## src/rtl/pwr_req_pkg.sv

```systemverilog
package pwr_req_pkg;
  typedef enum logic [1:0] {ST_IDLE, ST_CFG, ST_LAUNCH, ST_WAIT} state_e;
  typedef enum logic [1:0] {TGT_NONE, TGT_FULL, TGT_RET} tgt_e;
  localparam int unsigned ADDR_W = 2;
  localparam logic [ADDR_W-1:0] A_CTL_EN = 2'd0;
  localparam logic [ADDR_W-1:0] A_DEFER  = 2'd1;
  localparam logic [ADDR_W-1:0] A_ENTRY  = 2'd2;
  localparam logic [ADDR_W-1:0] A_EXIT   = 2'd3;
endpackage

```

## src/rtl/pwr_req_regs.sv

```systemverilog
module pwr_req_regs
  import pwr_req_pkg::*;
#(
  parameter int unsigned CODE_W = 4
) (
  input  logic              clk_i,
  input  logic              rst_ni,
  input  logic              wr_i,
  input  logic              busy_i,
  input  logic [ADDR_W-1:0] wr_addr_i,
  input  logic [CODE_W-1:0] wr_data_i,
  input  logic              fin_i,
  input  logic              fin_d3_i,
  input  logic              fin_clr_defer_i,
  output logic              ctl_en_o,
  output logic              wake_o,
  output logic              defer_o,
  output logic [CODE_W-1:0] entry_code_o,
  output logic [CODE_W-1:0] exit_code_o
);
  logic we;
  assign we = wr_i & ~busy_i;

  always_ff @(posedge clk_i or negedge rst_ni) begin
    if (!rst_ni) begin
      ctl_en_o     <= 1'b0;
      wake_o       <= 1'b0;
      defer_o      <= 1'b0;
      entry_code_o <= '0;
      exit_code_o  <= '0;
    end else begin
      if (we) begin
        unique case (wr_addr_i)
          A_CTL_EN: ctl_en_o     <= wr_data_i[0];
          A_DEFER:  defer_o      <= wr_data_i[0];
          A_ENTRY:  entry_code_o <= wr_data_i;
          A_EXIT:   exit_code_o  <= wr_data_i;
          default:  ;
        endcase
      end
      // completion only happens while busy, so it never meets a write
      if (fin_i) begin
        if (fin_d3_i) begin
          wake_o   <= 1'b1;
          ctl_en_o <= 1'b0;
        end else begin
          wake_o <= 1'b0;
          if (fin_clr_defer_i) defer_o <= 1'b0;
        end
      end
    end
  end
endmodule

```

## src/rtl/pwr_req_select.sv

```systemverilog
module pwr_req_select
  import pwr_req_pkg::*;
#(
  parameter int unsigned               CODE_W        = 4,
  parameter int unsigned               N_ENTRY_OK    = 2,
  parameter logic [N_ENTRY_OK*CODE_W-1:0] ENTRY_OK_LIST = {4'd2, 4'd1},
  parameter logic [CODE_W-1:0]         EXIT_OK       = 4'd3
) (
  input  logic              busy_i,
  input  logic              d3_req_i,
  input  logic              d0_req_i,
  input  logic              ctl_en_i,
  input  logic              wake_i,
  input  logic              defer_i,
  input  logic [CODE_W-1:0] entry_code_i,
  input  logic [CODE_W-1:0] exit_code_i,
  output logic              accept_o,
  output logic              acc_d3_o,
  output tgt_e              tgt_o
);
  logic [N_ENTRY_OK-1:0] hit_vec;
  logic entry_hit, exit_hit, d3_ok, d0_ok;

  for (genvar i = 0; i < N_ENTRY_OK; i++) begin : g_entry_cmp
    assign hit_vec[i] = (entry_code_i == ENTRY_OK_LIST[i*CODE_W +: CODE_W]);
  end

  assign entry_hit = |hit_vec;
  assign exit_hit  = (exit_code_i == EXIT_OK);
  assign d3_ok     = d3_req_i & ctl_en_i;
  assign d0_ok     = d0_req_i & wake_i;
  assign accept_o  = ~busy_i & (d3_ok | d0_ok);
  assign acc_d3_o  = d3_ok;  // D3 wins a tie

  always_comb begin
    if (!defer_i)   tgt_o = TGT_FULL;
    else if (d3_ok) tgt_o = entry_hit ? TGT_RET : TGT_NONE;
    else            tgt_o = exit_hit ? TGT_RET : TGT_NONE;
  end
endmodule

```

## src/rtl/pwr_req_fsm.sv

```systemverilog
module pwr_req_fsm
  import pwr_req_pkg::*;
(
  input  logic clk_i,
  input  logic rst_ni,
  input  logic accept_i,
  input  logic acc_d3_i,
  input  tgt_e tgt_i,
  input  logic defer_i,
  input  logic fw_owns_i,
  input  logic full_done_i,
  input  logic ret_done_i,
  output logic busy_o,
  output logic save_o,
  output logic restore_o,
  output logic full_off_start_o,
  output logic full_on_start_o,
  output logic ret_entry_start_o,
  output logic ret_exit_start_o,
  output logic fin_o,
  output logic fin_d3_o,
  output logic fin_clr_defer_o
);
  state_e state_q;
  tgt_e   tgt_q;
  logic   op_d3_q, clr_def_q, done_sel, launch;

  assign done_sel = (tgt_q == TGT_FULL) ? full_done_i : ret_done_i;

  always_ff @(posedge clk_i or negedge rst_ni) begin
    if (!rst_ni) begin
      state_q   <= ST_IDLE;
      tgt_q     <= TGT_NONE;
      op_d3_q   <= 1'b0;
      clr_def_q <= 1'b0;
    end else begin
      unique case (state_q)
        ST_IDLE: if (accept_i) begin
          op_d3_q   <= acc_d3_i;
          tgt_q     <= tgt_i;
          clr_def_q <= ~acc_d3_i & defer_i;
          state_q   <= fw_owns_i ? ST_CFG : ST_LAUNCH;
        end
        ST_CFG:    state_q <= ST_LAUNCH;
        ST_LAUNCH: state_q <= (tgt_q == TGT_NONE) ? ST_IDLE : ST_WAIT;
        ST_WAIT:   if (done_sel) state_q <= ST_IDLE;
        default:   state_q <= ST_IDLE;
      endcase
    end
  end

  assign launch            = (state_q == ST_LAUNCH);
  assign busy_o            = (state_q != ST_IDLE);
  assign save_o            = (state_q == ST_CFG) & op_d3_q;
  assign restore_o         = (state_q == ST_CFG) & ~op_d3_q;
  assign full_off_start_o  = launch & op_d3_q & (tgt_q == TGT_FULL);
  assign full_on_start_o   = launch & ~op_d3_q & (tgt_q == TGT_FULL);
  assign ret_entry_start_o = launch & op_d3_q & (tgt_q == TGT_RET);
  assign ret_exit_start_o  = launch & ~op_d3_q & (tgt_q == TGT_RET);
  assign fin_o             = (launch & (tgt_q == TGT_NONE)) |
                             ((state_q == ST_WAIT) & done_sel);
  assign fin_d3_o          = op_d3_q;
  assign fin_clr_defer_o   = clr_def_q;
endmodule

```

## src/rtl/pwr_req_dispatch.sv

```systemverilog
module pwr_req_dispatch
  import pwr_req_pkg::*;
#(
  parameter int unsigned                  CODE_W        = 4,
  parameter int unsigned                  N_ENTRY_OK    = 2,
  parameter logic [N_ENTRY_OK*CODE_W-1:0] ENTRY_OK_LIST = {4'd2, 4'd1},
  parameter logic [CODE_W-1:0]            EXIT_OK       = 4'd3
) (
  input  logic              clk_i,
  input  logic              rst_ni,
  input  logic              wr_i,
  input  logic [1:0]        wr_addr_i,
  input  logic [CODE_W-1:0] wr_data_i,
  input  logic              fw_owns_cfg_i,
  input  logic              d3_req_i,
  input  logic              d0_req_i,
  input  logic              full_done_i,
  input  logic              ret_done_i,
  output logic              busy_o,
  output logic              cfg_save_o,
  output logic              cfg_restore_o,
  output logic              full_off_start_o,
  output logic              full_on_start_o,
  output logic              ret_entry_start_o,
  output logic              ret_exit_start_o,
  output logic              ctl_en_o,
  output logic              wake_pend_o,
  output logic              defer_en_o
);
  logic              accept, acc_d3, fin, fin_d3, fin_clr_defer;
  logic [CODE_W-1:0] entry_code, exit_code;
  tgt_e              tgt;

  pwr_req_regs #(.CODE_W(CODE_W)) u_regs (
    .clk_i, .rst_ni, .wr_i,
    .busy_i          (busy_o),
    .wr_addr_i, .wr_data_i,
    .fin_i           (fin),
    .fin_d3_i        (fin_d3),
    .fin_clr_defer_i (fin_clr_defer),
    .ctl_en_o        (ctl_en_o),
    .wake_o          (wake_pend_o),
    .defer_o         (defer_en_o),
    .entry_code_o    (entry_code),
    .exit_code_o     (exit_code)
  );

  pwr_req_select #(
    .CODE_W(CODE_W), .N_ENTRY_OK(N_ENTRY_OK),
    .ENTRY_OK_LIST(ENTRY_OK_LIST), .EXIT_OK(EXIT_OK)
  ) u_sel (
    .busy_i       (busy_o),
    .d3_req_i, .d0_req_i,
    .ctl_en_i     (ctl_en_o),
    .wake_i       (wake_pend_o),
    .defer_i      (defer_en_o),
    .entry_code_i (entry_code),
    .exit_code_i  (exit_code),
    .accept_o     (accept),
    .acc_d3_o     (acc_d3),
    .tgt_o        (tgt)
  );

  pwr_req_fsm u_fsm (
    .clk_i, .rst_ni,
    .accept_i          (accept),
    .acc_d3_i          (acc_d3),
    .tgt_i             (tgt),
    .defer_i           (defer_en_o),
    .fw_owns_i         (fw_owns_cfg_i),
    .full_done_i, .ret_done_i,
    .busy_o            (busy_o),
    .save_o            (cfg_save_o),
    .restore_o         (cfg_restore_o),
    .full_off_start_o, .full_on_start_o,
    .ret_entry_start_o, .ret_exit_start_o,
    .fin_o             (fin),
    .fin_d3_o          (fin_d3),
    .fin_clr_defer_o   (fin_clr_defer)
  );
endmodule

```

## config.mk

```make
export PLATFORM = sky130hd
export DESIGN_NAME = pwr_req_dispatch
export DESIGN_NICKNAME = d
export VERILOG_FILES = /design/src/rtl/pwr_req_pkg.sv /design/src/rtl/pwr_req_regs.sv /design/src/rtl/pwr_req_select.sv /design/src/rtl/pwr_req_fsm.sv /design/src/rtl/pwr_req_dispatch.sv
export SDC_FILE = /design/constraint.sdc
export NUM_CORES = 1
export LEC_CHECK = 0
export BUFFER_PORTS_ARGS = -buffer_cell sky130_fd_sc_hd__buf_4
export CORE_MARGIN = 10
export CORE_UTILIZATION = 53
export DETAILED_ROUTE_END_ITERATION = 7
export PLACE_DENSITY = 0.92
export SYNTH_ARGS = -nofsm -noshare
export SYNTH_HDL_FRONTEND = slang
export SYNTH_SLANG_ARGS = --single-unit
```

## constraint.sdc

```tcl
create_clock -name clk_i -period 1.95 [get_ports clk_i]
set_input_delay 0.39 -clock clk_i [delete_from_list [all_inputs] [get_ports clk_i]]
set_output_delay 0.39 -clock clk_i [all_outputs]
set_load 0.005 [all_outputs]
```

==> run summary, run 1 <==
### Outcome
* **status** complete, no violations

### Drt
* **Vias per Instance** 5.66
* **vias post-DR** 685
* **final routed DRC violation total** 0
* **routed length per placed instance** 16.0 um
* **wirelength, routed** 1940 um
* **number of optimization iterations in the first detailed-route pass** 4
* **drt initial violations** 19
* **Final ANT Viol Nets** 0

### Worst setup path
* **type of element capturing the critical path** output pin
* **critical path fanouts, max** 7
* **logic depth of the worst register-to-register path** 4
* **cells along the critical path** nand2b_1 > or2_2 > nor2_1 > buf_4
* **WP data arrival** 1470 ps
* **end of the worst register-to-register path** u_regs.entry_code_o[3]$_DFFE_PN0P_
* **source of the critical timing path** u_fsm.state_q[0]$_DFFE_PN0P_
* **r2r setup slk** 480 ps
* **highest-delay cell along the critical path** dfrtp_2
* **critical path's top delay family** simple AND/OR/NAND/NOR gates
* **Worst Path Class, Setup** flop to output pin
* **CP required** 1560 ps
* **number of buffers and inverters on the critical path** 1
* **reg-to-reg critical path startpoint** u_fsm.state_q[1]$_DFFE_PN0P_
* **startpoint types** flop
* **crit path capture** full_off_start_o
* **depth of the critical timing path with buffers and inverters included** 4
* **delay of the slowest critical-path stage** 470 ps

### Timing
* **headroom to the max-slew limit** 0.779
* **max-slew violation count** 0
* **number of hold violations in the final report** 0
* **post-route clock skew** 7.79 ps
* **crit path time final** 1860 ps
* **count of endpoints failing setup in the final report** 0
* **transition time at the pin with the least slew margin** 328 ps
* **maximum clock frequency** 538 MHz
* **Total Neg Setup Slack** 0 ps
* **setup repair after global routing missed its margin** false
* **final worst path period share** 0.952
* **Worst Hold Slack** 329 ps

### Finish
* **nets** 120
* **proportion of layout cells with a drive suffix above 1** 0.457
* **total inserted antenna cells** 0
* **Filler Cells Inserted** 112
* **multi-input logic area** 419 um2
* **area delta synth->final** 28.0%
* **area taken by flip-flops and latches** 427 um2
* **post-route cell area** 1090 um2
* **most frequent cells in the layout** buf_4, dfrtp_1, o21ai_0, mux2_2, nand2_1
* **most common cell after layout, fill and taps aside** buf_4

### Global route
* **maximum number of pins on one net before global-route repair** 18
* **overall track demand over capacity in global routing** 0.111
* **sum of overflow across all layers after global routing** 0
* **number of global-route vias before repair** 715
* **wire length of the first global-routing pass** 3190 um
* **initial antenna violation count** 0

### Clock tree
* **clock latency on the worst-skew pair** 290 ps
* **Num Clock Sinks** 17
* **maximum number of buffers from clock root to sink** 2
* **CTS tree** done
* **cell at the root of the clock tree** clkbuf_4
* **number of CTS-inserted buffers** 3
* **clock transition time at the flip-flop clock pins of the worst setup and hold paths** 100 ps
* **CTS H-tree lvls** 1

### Die
* **chip width** 60.1 um
* **count of pins on the block boundary** 24
* **core region area** 1510 um2
* **Die H** 60.1 um
* **starting density of the core** 0.566
* **Die Outline Area** 3610 um2
* **Core Rows** 14

### Placed design
* **input/output buffers** 23
* **weighted congestion at the end of routability-driven global placement** 0.857
* **Cell Area, Placed** 1040 um2
* **HPWL after detailed placement** 1490 um

### Logic synthesis
* **Synth warnings** 0
* **Area contributors post-synth** dfrtp_1, mux2_2, o21ai_0
* **Avg Cell Area, Syn** 11.2 um2
* **portion of synthesized cell area occupied by the leading cell type** 0.499
* **Syn Nets** 90
* **total of flip-flops plus latches after synthesis** 17
* **number of different library cells in the post-synthesis netlist** 32
* **share of the yosys chip area belonging to registers** 0.499
* **cell count after synthesis** 76
* **largest area contributor in the netlist** dfrtp_1
* **post-synthesis instance area** 852 um2

### Power
* **cell area power density** 1340 nW/um2
* **Sw Pwr** 0.000531 W
* **reported leakage power** 0.500 nW
* **switching share of power** 0.363
* **worst voltage drop across the vdd grid** 0.000759 V
* **sequential share of power** 0.461
* **clock share of power** 0.128
* **internal power** 0.000932 W
* **portion of total power attributed to combinational logic** 0.412

### Flow run
* **Max-Cap Viols** 0

### Hold path
* **Worst Hold Class** primary input to flop

-- cells in the mapped netlist (all sizes together) --
cell type   n
a31oi       1
nand2b      3
nor4b       1
nand2       7
o21ai       8
a21oi       3
a21o        1
nor3        2
or3b        1
nor3b       2
nand4       1
and3        1
or2         2
nand4b      1
mux2        9
and4bb      1
xnor2       1
inv         2
nor2        5
a22oi       1
nand3       1
mux2i       3
dfrtp      17
nor4        1
or2b        1
-- per-layer routing --
layer / track usage / up-vias / part of all wire
li1: - / 335 / -
met1: 0.123 / 320 / 0.41
met2: 0.185 / 24 / 0.50
met3: 0.0381 / 6 / 0.078
met4: 0.0513 / 0 / 0.014
met5: 0 / - / 0
-- how the worst min path moves through the flow --
stage	from	end	cells past startpoint
floorplan	rst_ni	u_fsm.fin_clr_defer_o$_DFFE_PN0P_	0
global placement	rst_ni	u_fsm.tgt_q[0]$_DFFE_PN0P_	1
detailed placement	rst_ni	u_fsm.tgt_q[0]$_DFFE_PN0P_	1
CTS	wr_data_i[2]	u_regs.exit_code_o[2]$_DFFE_PN0P_	2
global route	wr_data_i[3]	u_regs.exit_code_o[3]$_DFFE_PN0P_	2
finish	wr_data_i[2]	u_regs.exit_code_o[2]$_DFFE_PN0P_	2
-- final cells by class --
| class | instances | share of cell area |
|---|---|---|
| Clock inverter | 1 | 0.00459 |
| Clock buffer | 3 | 0.0206 |
| Timing Repair Buffer | 25 | 0.174 |
| Multi-Input combinational cell | 57 | 0.384 |
| Sequential cell | 17 | 0.391 |
| Inverter | 2 | 0.00688 |
| Tap cell | 16 | 0.0183 |
-- stage by stage --
stage	utilization	instances	setup slack, ps	power (W)
after floorplan	-	76	532	0.00104
after global placement	0.694	115	427	0.00124
after detailed placement	0.694	115	383	0.00127
after CTS	0.718	120	51.8	0.00146
after global routing	0.724	121	8.33	0.00157
final	0.724	121	93.0	0.00146
-- timing repair --
item / CTS / global route
setup endpoints to repair: 0 / 2
hold buffers: 1 / 0
buffers inserted: 0 / 1
hold endpoints to repair: 17 / 0
resized for setup: 0 / 1
-- power groups by stage --
stage                     sequential [W]  clock, W  combinational (W)
after CTS                       0.000671  0.000190           0.000602
after global placement          0.000667         0           0.000572
final                           0.000674  0.000187           0.000602
after global routing            0.000697  0.000202           0.000668
after floorplan                 0.000642         0           0.000397
after detailed placement        0.000677         0           0.000594
-- logic make-up (layout without fill, tap and decap cells) --
logic type             Yosys count  after routing  synth area share
AO/OA/AOI/OAI                   14             14            0.0940
buffers and inverters            2             31           0.00881
XOR/XNOR                         1              1            0.0103
flip-flops                      17             17             0.499
multiplexers                    12             12             0.163
AND/OR/NAND/NOR                 30             30             0.225
-- state kept, by name, summed over array words and instances, names as in the netlist --
register,cells
u_fsm.fin_clr_defer_o,1
u_fsm.fin_d3_o,1
u_fsm.state_q,2
u_fsm.tgt_q,2
u_regs.ctl_en_o,1
u_regs.defer_o,1
u_regs.entry_code_o,4
u_regs.exit_code_o,4
u_regs.wake_o,1
No activity file was read; power rests on OpenSTA's default activity.
==> run 2, diff against run 1 <==
--- a/config.mk
+++ b/config.mk
@@ -5,11 +5,12 @@
 export SDC_FILE = /design/constraint.sdc
 export NUM_CORES = 1
 export LEC_CHECK = 0
+export ABC_AREA = 1
 export BUFFER_PORTS_ARGS = -buffer_cell sky130_fd_sc_hd__buf_4
 export CORE_MARGIN = 10
-export CORE_UTILIZATION = 53
+export CORE_UTILIZATION = 55
 export DETAILED_ROUTE_END_ITERATION = 7
-export PLACE_DENSITY = 0.92
+export PLACE_DENSITY = 0.93
 export SYNTH_ARGS = -nofsm -noshare
 export SYNTH_HDL_FRONTEND = slang
 export SYNTH_SLANG_ARGS = --single-unit
==> run 2 against run 1 <==
Net effect:
- sequential share of layout area decreased by 2.9 points
- synthesized area is 11% higher
- global-route usage up 1.1 points
- combinational power rose by 13%
- clock power hardly changed
- clock-buffer cell count increased by 1
- largest power group is now combinational cells
==> run summary, run 2 <==
### Outcome
* **status** complete, no violations

### Finish
* **largest registers** u_regs.entry_code_o (4), u_regs.exit_code_o (4)
* **post-route cell area** 1170 um2, +7.7%
* **most frequent cells in the layout** nand2_1, buf_4, inv_1, dfrtp_1, nor2_1
* **Filler Cells Inserted** 117, +4.5%
* **multi-input logic area** 418 um2, -0.30%
* **total inserted antenna cells** 0, unchanged
* **most common cell after layout, fill and taps aside** nand2_1
* **proportion of layout cells with a drive suffix above 1** 0.256, -0.201
* **nets** 171, +43%
* **area taken by flip-flops and latches** 425 um2, -0.29%
* **count of placed standard cells in the final layout, fillers left out** 172, +42%
* **area delta synth->final** 24.2%

### Logic synthesis
* **total of flip-flops plus latches after synthesis** 17, unchanged
* **cell count after synthesis** 128, +68%
* **synthesized-area fraction occupied by ao, oa, aoi and oai cells** 0.102, +0.00787
* **largest area contributor in the netlist** dfrtp_1
* **leading register cell type out of synthesis** dfrtp_1
* **EDFF count, synth** 0, unchanged
* **combinational family with the most area after synthesis** simple AND/OR/NAND/NOR gates
* **post-synthesis mux area share** 0, -0.163
* **Synth warnings** 0, unchanged
* **area share of and/or/nand/nor cells after synthesis** 0.340, +0.115
* **FFs w/ async S/R, synth** 1.00, unchanged
* **portion of synthesized cell area occupied by the leading cell type** 0.450, -0.0495
* **most numerous cell in the Yosys netlist** nand2_1
* **list of most frequent post-synthesis cells** nand2_1, inv_1, dfrtp_1
* **Avg Cell Area, Syn** 7.39 um2, -34%
* **share of the yosys chip area belonging to registers** 0.450, -0.0495
* **number of different library cells in the post-synthesis netlist** 19, -41%
* **Adder-Cell Fraction of Synth Area** 0, unchanged
* **Area contributors post-synth** dfrtp_1, nand2_1, inv_1
* **post-synthesis instance area** 946 um2, +11%
* **XOR/XNOR share of the synthesized area** 0, -0.0103
* **Syn Nets** 142, +58%

### Drt
* **drt initial violations** 26, +7
* **Final ANT Viol Nets** 0, unchanged
* **final routed DRC violation total** 0, unchanged
* **routed length per placed instance** 12.6 um, -21%
* **wirelength, routed** 2170 um, +12%
* **vias post-DR** 878, +28%
* **Vias per Instance** 5.10, -9.8%
* **number of optimization iterations in the first detailed-route pass** 4, unchanged

### Die
* **Core Rows** 14, unchanged
* **count of pins on the block boundary** 24, unchanged
* **Die Outline Area** 3780 um2, +4.6%
* **Die H** 61.5 um, +2.3%
* **chip width** 61.5 um, +2.3%
* **starting density of the core** 0.607, +0.0411
* **core region area** 1560 um2, +3.5%

### Clock tree
* **number of CTS-inserted buffers** 3, unchanged
* **clock latency on the worst-skew pair** 290 ps, about the same
* **number of gates resized after cts** 0, unchanged
* **clock transition time at the flip-flop clock pins of the worst setup and hold paths** 90 ps, about the same
* **cell at the root of the clock tree** clkbuf_4
* **maximum number of buffers from clock root to sink** 2, unchanged
* **CTS tree** done
* **Num Clock Sinks** 17, unchanged
* **CTS H-tree lvls** 1, unchanged

### Timing
* **post-route clock skew** 1.53 ps, -6.26 ps
* **setup repair after global routing missed its margin** false
* **count of endpoints failing setup in the final report** 0, unchanged
* **maximum clock frequency** 581 MHz, +7.8%
* **Total Neg Setup Slack** 0 ps, unchanged
* **final worst path period share** 0.883, -0.0690
* **Worst Hold Slack** 365 ps, +35.3 ps
* **headroom to the max-slew limit** 0.847, +0.0683
* **max-slew violation count** 0, unchanged
* **transition time at the pin with the least slew margin** 229 ps, -99.0 ps
* **number of hold violations in the final report** 0, unchanged
* **crit path time final** 1720 ps, -135 ps

### Placed design
* **count of placed standard cells including taps** 167, +45%
* **HPWL after detailed placement** 1770 um, +19%
* **Cell Area, Placed** 1140 um2, +9.0%
* **weighted congestion at the end of routability-driven global placement** 0.795, -7.3%
* **input/output buffers** 23, unchanged

### Power
* **worst voltage drop across the vdd grid** 0.000727 V, -4.2%
* **reported leakage power** 0.677 nW, +35%
* **cell area power density** 1280 nW/um2, -4.6%

### Worst setup path
* **startpoint types** flop
* **CP required** 1560 ps, about the same
* **critical path fanouts, max** 4, -3
* **type of element capturing the critical path** output pin
* **Worst Path Class, Setup** flop to output pin
* **WP data arrival** 1330 ps, -140 ps
* **r2r setup slk** 770 ps, +290 ps
* **logic depth of the worst register-to-register path** 6, +2

### Global route
* **sum of overflow across all layers after global routing** 0, unchanged
* **initial antenna violation count** 0, unchanged
* **number of global-route vias before repair** 871, +22%
* **wire length of the first global-routing pass** 3550 um, +11%
* **overall track demand over capacity in global routing** 0.122, +0.0107
* **maximum number of pins on one net before global-route repair** 18, unchanged

### Flow run
* **Max-Cap Viols** 0, unchanged

### Hold path
* **Worst Hold Class** primary input to flop
* **worst hold path cell count** 3, +1

[run 2: logic make-up (layout without fill, tap and decap cells)]
logic type             count (synthesis)  in the layout
buffers and inverters                 26             54
DFF                                   17             17
and+or+nand+nor                       67             67
AOI/OAI and AO/OA                     18             18
[run 2: final cells by class]
class,count,share of cell area
Clock buffer,4,0.0224
Inverter,26,0.0873
Multi-Input combinational cell,85,0.356
Sequential cell,17,0.362
Tap cell,16,0.0170
Timing Repair Buffer,24,0.155
[run 2: critical path, stage by stage (launching register included)]
cell	delay [ps]
dfrtp_1	440
inv_1	100
nand2_1	80
inv_2	90
nand2_1	60
nor3_1	130
buf_4	140
[run 2: worst paths after layout]
path	start	endpoint
setup reg to reg	u_fsm.state_q[1]$_DFFE_PN0P_	u_regs.exit_code_o[3]$_DFFE_PN0P_
hold / removal	wr_data_i[1]	u_regs.entry_code_o[1]$_DFFE_PN0P_
setup / recovery	u_fsm.state_q[0]$_DFFE_PN0P_	ret_entry_start_o
max in group asynchronous	rst_ni	u_regs.entry_code_o[1]$_DFFE_PN0P_
min in group asynchronous	rst_ni	u_regs.entry_code_o[0]$_DFFE_PN0P_
hold reg to reg	u_regs.exit_code_o[2]$_DFFE_PN0P_	u_regs.exit_code_o[2]$_DFFE_PN0P_
[run 2: power by group]
part	total, W	switching (W)	internal [W]	leakage, nW
sequential	0.000637	0.000131	0.000506	0.215
combinational	0.000678	0.000393	0.000285	0.447
clock	0.000187	0.000108	0.0000795	0.0150
total	0.00150	0.000632	0.000871	0.677
[run 2: repair_timing]
item / in CTS / in global routing
endpoints found under the hold margin: 17 / 0
hold buffers: 1 / 0
setup buffers: 0 / 0
[run 2: metal layers]
layer / part of all wire / wire (um) / GRT usage
met1: 0.43 / 931 / 0.146
met2: 0.50 / 1080 / 0.209
met3: 0.051 / 111 / 0.0185
met4: 0.018 / 39 / 0.0573
met5: 0 / 0 / 0
[run 2: metrics by stage]
stage                     setup slack [ps]  power, W   util
after global routing                  77.9   0.00164  0.754
final                                  228   0.00150  0.754
after global placement                 615   0.00128  0.730
after detailed placement               542   0.00132  0.730
after floorplan                        720   0.00108      -
after CTS                              226   0.00151  0.754
==> run 3, diff against run 2 <==
==> constraint.sdc (replaced) <==
create_clock -name clk_i -period 1.95 [get_ports clk_i]
set_input_delay 0.0975 -clock clk_i [delete_from_list [all_inputs] [get_ports clk_i]]
set_output_delay 0.0975 -clock clk_i [all_outputs]
set_load 0.005 [all_outputs]
==> run 3 against run 2 <==
Net effect:
- non-clock buffer count unchanged
- register-to-register slack hardly changed
- via count shrank 1.8%
- critical path type unchanged
- cell area is 0.32% higher
==> run summary, run 3 (synthesis results as in run 2) <==
### Power
* **portion of total power attributed to combinational logic** 0.450, about the same
* **cell area power density** 1300 nW/um2, +1.4%
* **clock share of power** 0.131, +0.006
* **internal power** 0.000870 W, -0.16%
* **sequential share of power** 0.419, -0.005
* **reported leakage power** 0.676 nW, -0.15%
* **worst voltage drop across the vdd grid** 0.000777 V, +6.9%
* **Sw Pwr** 0.000659 W, +4.3%
* **switching share of power** 0.431, +0.0108

### Placed design
* **count of placed standard cells including taps** 167, unchanged
* **input/output buffers** 23, unchanged
* **HPWL after detailed placement** 1840 um, +4.0%
* **weighted congestion at the end of routability-driven global placement** 0.803, +1.1%

### Worst setup path
* **critical path fanouts, max** 4, unchanged
* **delay of the slowest critical-path stage** 440 ps, about the same
* **highest-delay cell along the critical path** dfrtp_1
* **most numerous cell on the critical path** nand2_1
* **critical path's top delay family** flip-flops
* **cells along the critical path** inv_1 > nand2_1 > inv_2 > nand2_1 > nor3_1 > buf_4
* **WP data arrival** 1330 ps, about the same
* **type of element capturing the critical path** output pin
* **startpoint types** flop
* **Worst Path Class, Setup** flop to output pin
* **CP required** 1850 ps, +290 ps
* **number of buffers and inverters on the critical path** 3, unchanged

### Global route
* **sum of overflow across all layers after global routing** 0, unchanged
* **number of global-route vias before repair** 813, -6.7%
* **wire length of the first global-routing pass** 3710 um, +4.5%
* **initial antenna violation count** 0, unchanged
* **maximum number of pins on one net before global-route repair** 18, unchanged
* **overall track demand over capacity in global routing** 0.133, +0.0107

### Die
* **chip width** 61.5 um, unchanged
* **core region area** 1560 um2, unchanged
* **Die H** 61.5 um, unchanged
* **count of pins on the block boundary** 24, unchanged
* **Core Rows** 14, unchanged
* **starting density of the core** 0.607, unchanged
* **Die Outline Area** 3780 um2, unchanged

### Drt
* **vias post-DR** 862, -1.8%
* **Vias per Instance** 5.01, -1.8%
* **wirelength, routed** 2310 um, +6.6%
* **final routed DRC violation total** 0, unchanged
* **drt initial violations** 22, -15%
* **routed length per placed instance** 13.4 um, +6.6%
* **number of optimization iterations in the first detailed-route pass** 4, unchanged
* **Final ANT Viol Nets** 0, unchanged

### Finish
* **count of placed standard cells in the final layout, fillers left out** 172, unchanged
* **total inserted antenna cells** 0, unchanged
* **most common cell after layout, fill and taps aside** nand2_1
* **area delta synth->final** 24.6%
* **largest registers** u_regs.entry_code_o (4), u_regs.exit_code_o (4)
* **nets** 171, unchanged
* **most frequent cells in the layout** nand2_1, buf_4, inv_1, dfrtp_1, nor2_1
* **proportion of layout cells with a drive suffix above 1** 0.263, +0.00641

### Timing
* **crit path time final** 1430 ps, -297 ps
* **count of endpoints failing setup in the final report** 0, unchanged
* **number of hold violations in the final report** 0, unchanged
* **max-slew violation count** 0, unchanged
* **headroom to the max-slew limit** 0.851, +0.00429
* **transition time at the pin with the least slew margin** 223 ps, -6.43 ps
* **maximum clock frequency** 702 MHz, +21%
* **setup repair after global routing missed its margin** false
* **Total Neg Setup Slack** 0 ps, unchanged
* **final worst path period share** 0.731, -0.152
* **post-route clock skew** 8.46 ps, +6.93 ps

### Clock tree
* **number of gates resized after cts** 0, unchanged
* **clock latency on the worst-skew pair** 300 ps, about the same
* **CTS tree** done
* **maximum number of buffers from clock root to sink** 2, unchanged
* **Num Clock Sinks** 17, unchanged
* **clock transition time at the flip-flop clock pins of the worst setup and hold paths** 110 ps, +20 ps
* **CTS H-tree lvls** 1, unchanged
* **cell at the root of the clock tree** clkbuf_4
* **number of CTS-inserted buffers** 3, unchanged
* **quantity of hold-fixing buffers added after cts** 1, unchanged
* **Post-CTS Setup Inserts** 0, unchanged

### Flow run
* **Max-Cap Viols** 0, unchanged

### Hold path
* **Worst Hold Class** primary input to flop

### Outcome
* **status** complete, no violations

## run 3: path summary, 6_finish.rpt
path	start	end	slack, ps	cells past startpoint
hold / removal	wr_data_i[1]	u_regs.entry_code_o[1]$_DFFE_PN0P_	60	3
hold reg to reg	u_regs.entry_code_o[3]$_DFFE_PN0P_	u_regs.entry_code_o[3]$_DFFE_PN0P_	510	2
max in group asynchronous	rst_ni	u_regs.wake_o$_DFFE_PN0N_	1560	2
min in group asynchronous	rst_ni	u_regs.exit_code_o[1]$_DFFE_PN0P_	190	2
setup / recovery	u_fsm.state_q[0]$_DFFE_PN0P_	ret_entry_start_o	520	6
setup reg to reg	u_fsm.tgt_q[1]$_DFFE_PN0P_	u_regs.ctl_en_o$_DFF_PN0_	780	8
## run 3: power by group through the flow
stage | Combinational (W) | Sequential [W] | Clock [W]
5_1_grt | 0.000788 | 0.000659 | 0.000220
3_3_place_gp | 0.000647 | 0.000636 | 0
2_1_floorplan | 0.000459 | 0.000616 | 0
4_1_cts | 0.000695 | 0.000638 | 0.000202
3_5_place_dp | 0.000686 | 0.000644 | 0
6_report | 0.000688 | 0.000640 | 0.000201
## run 3: layout make-up
cell class	instances	area [um2]
flip-flops and latches	17	425
multi-input cells	85	418
fillers	105	380
repair buffers	24	183
inverters	26	103
clock buffers	3	22.5
well taps	16	20.0
clock inverters	1	7.51
## run 3: tightest hold or removal path, delay by kind of cell
kind,cells,cell delay (ps)
buffers and inverters,2,130
AOI/OAI and AO/OA,1,110
## run 3: layer usage
layer / up-vias / wire length, um / GRT usage / part of all wire
met5: - / 0 / 0 / 0
met3: 4 / 137 / 0.0453 / 0.059
met1: 390 / 1000 / 0.154 / 0.43
met2: 19 / 1140 / 0.217 / 0.49
li1: 449 / - / - / -
met4: 0 / 34 / 0.0573 / 0.015
## run 3: through the flow
step / utilization / power, W / setup WS, ps / instance area, um2 / hold WS (ps)
finish: 0.756 / 0.00153 / 525 / 1180 / 57.7
CTS: 0.756 / 0.00154 / 526 / 1180 / 57.4
detailed placement: 0.730 / 0.00133 / 794 / 1140 / -29.5
floorplan: - / 0.00108 / 905 / 946 / -198
global placement: 0.730 / 0.00128 / 847 / 1140 / -33.2
global route: 0.756 / 0.00167 / 402 / 1180 / 45.6
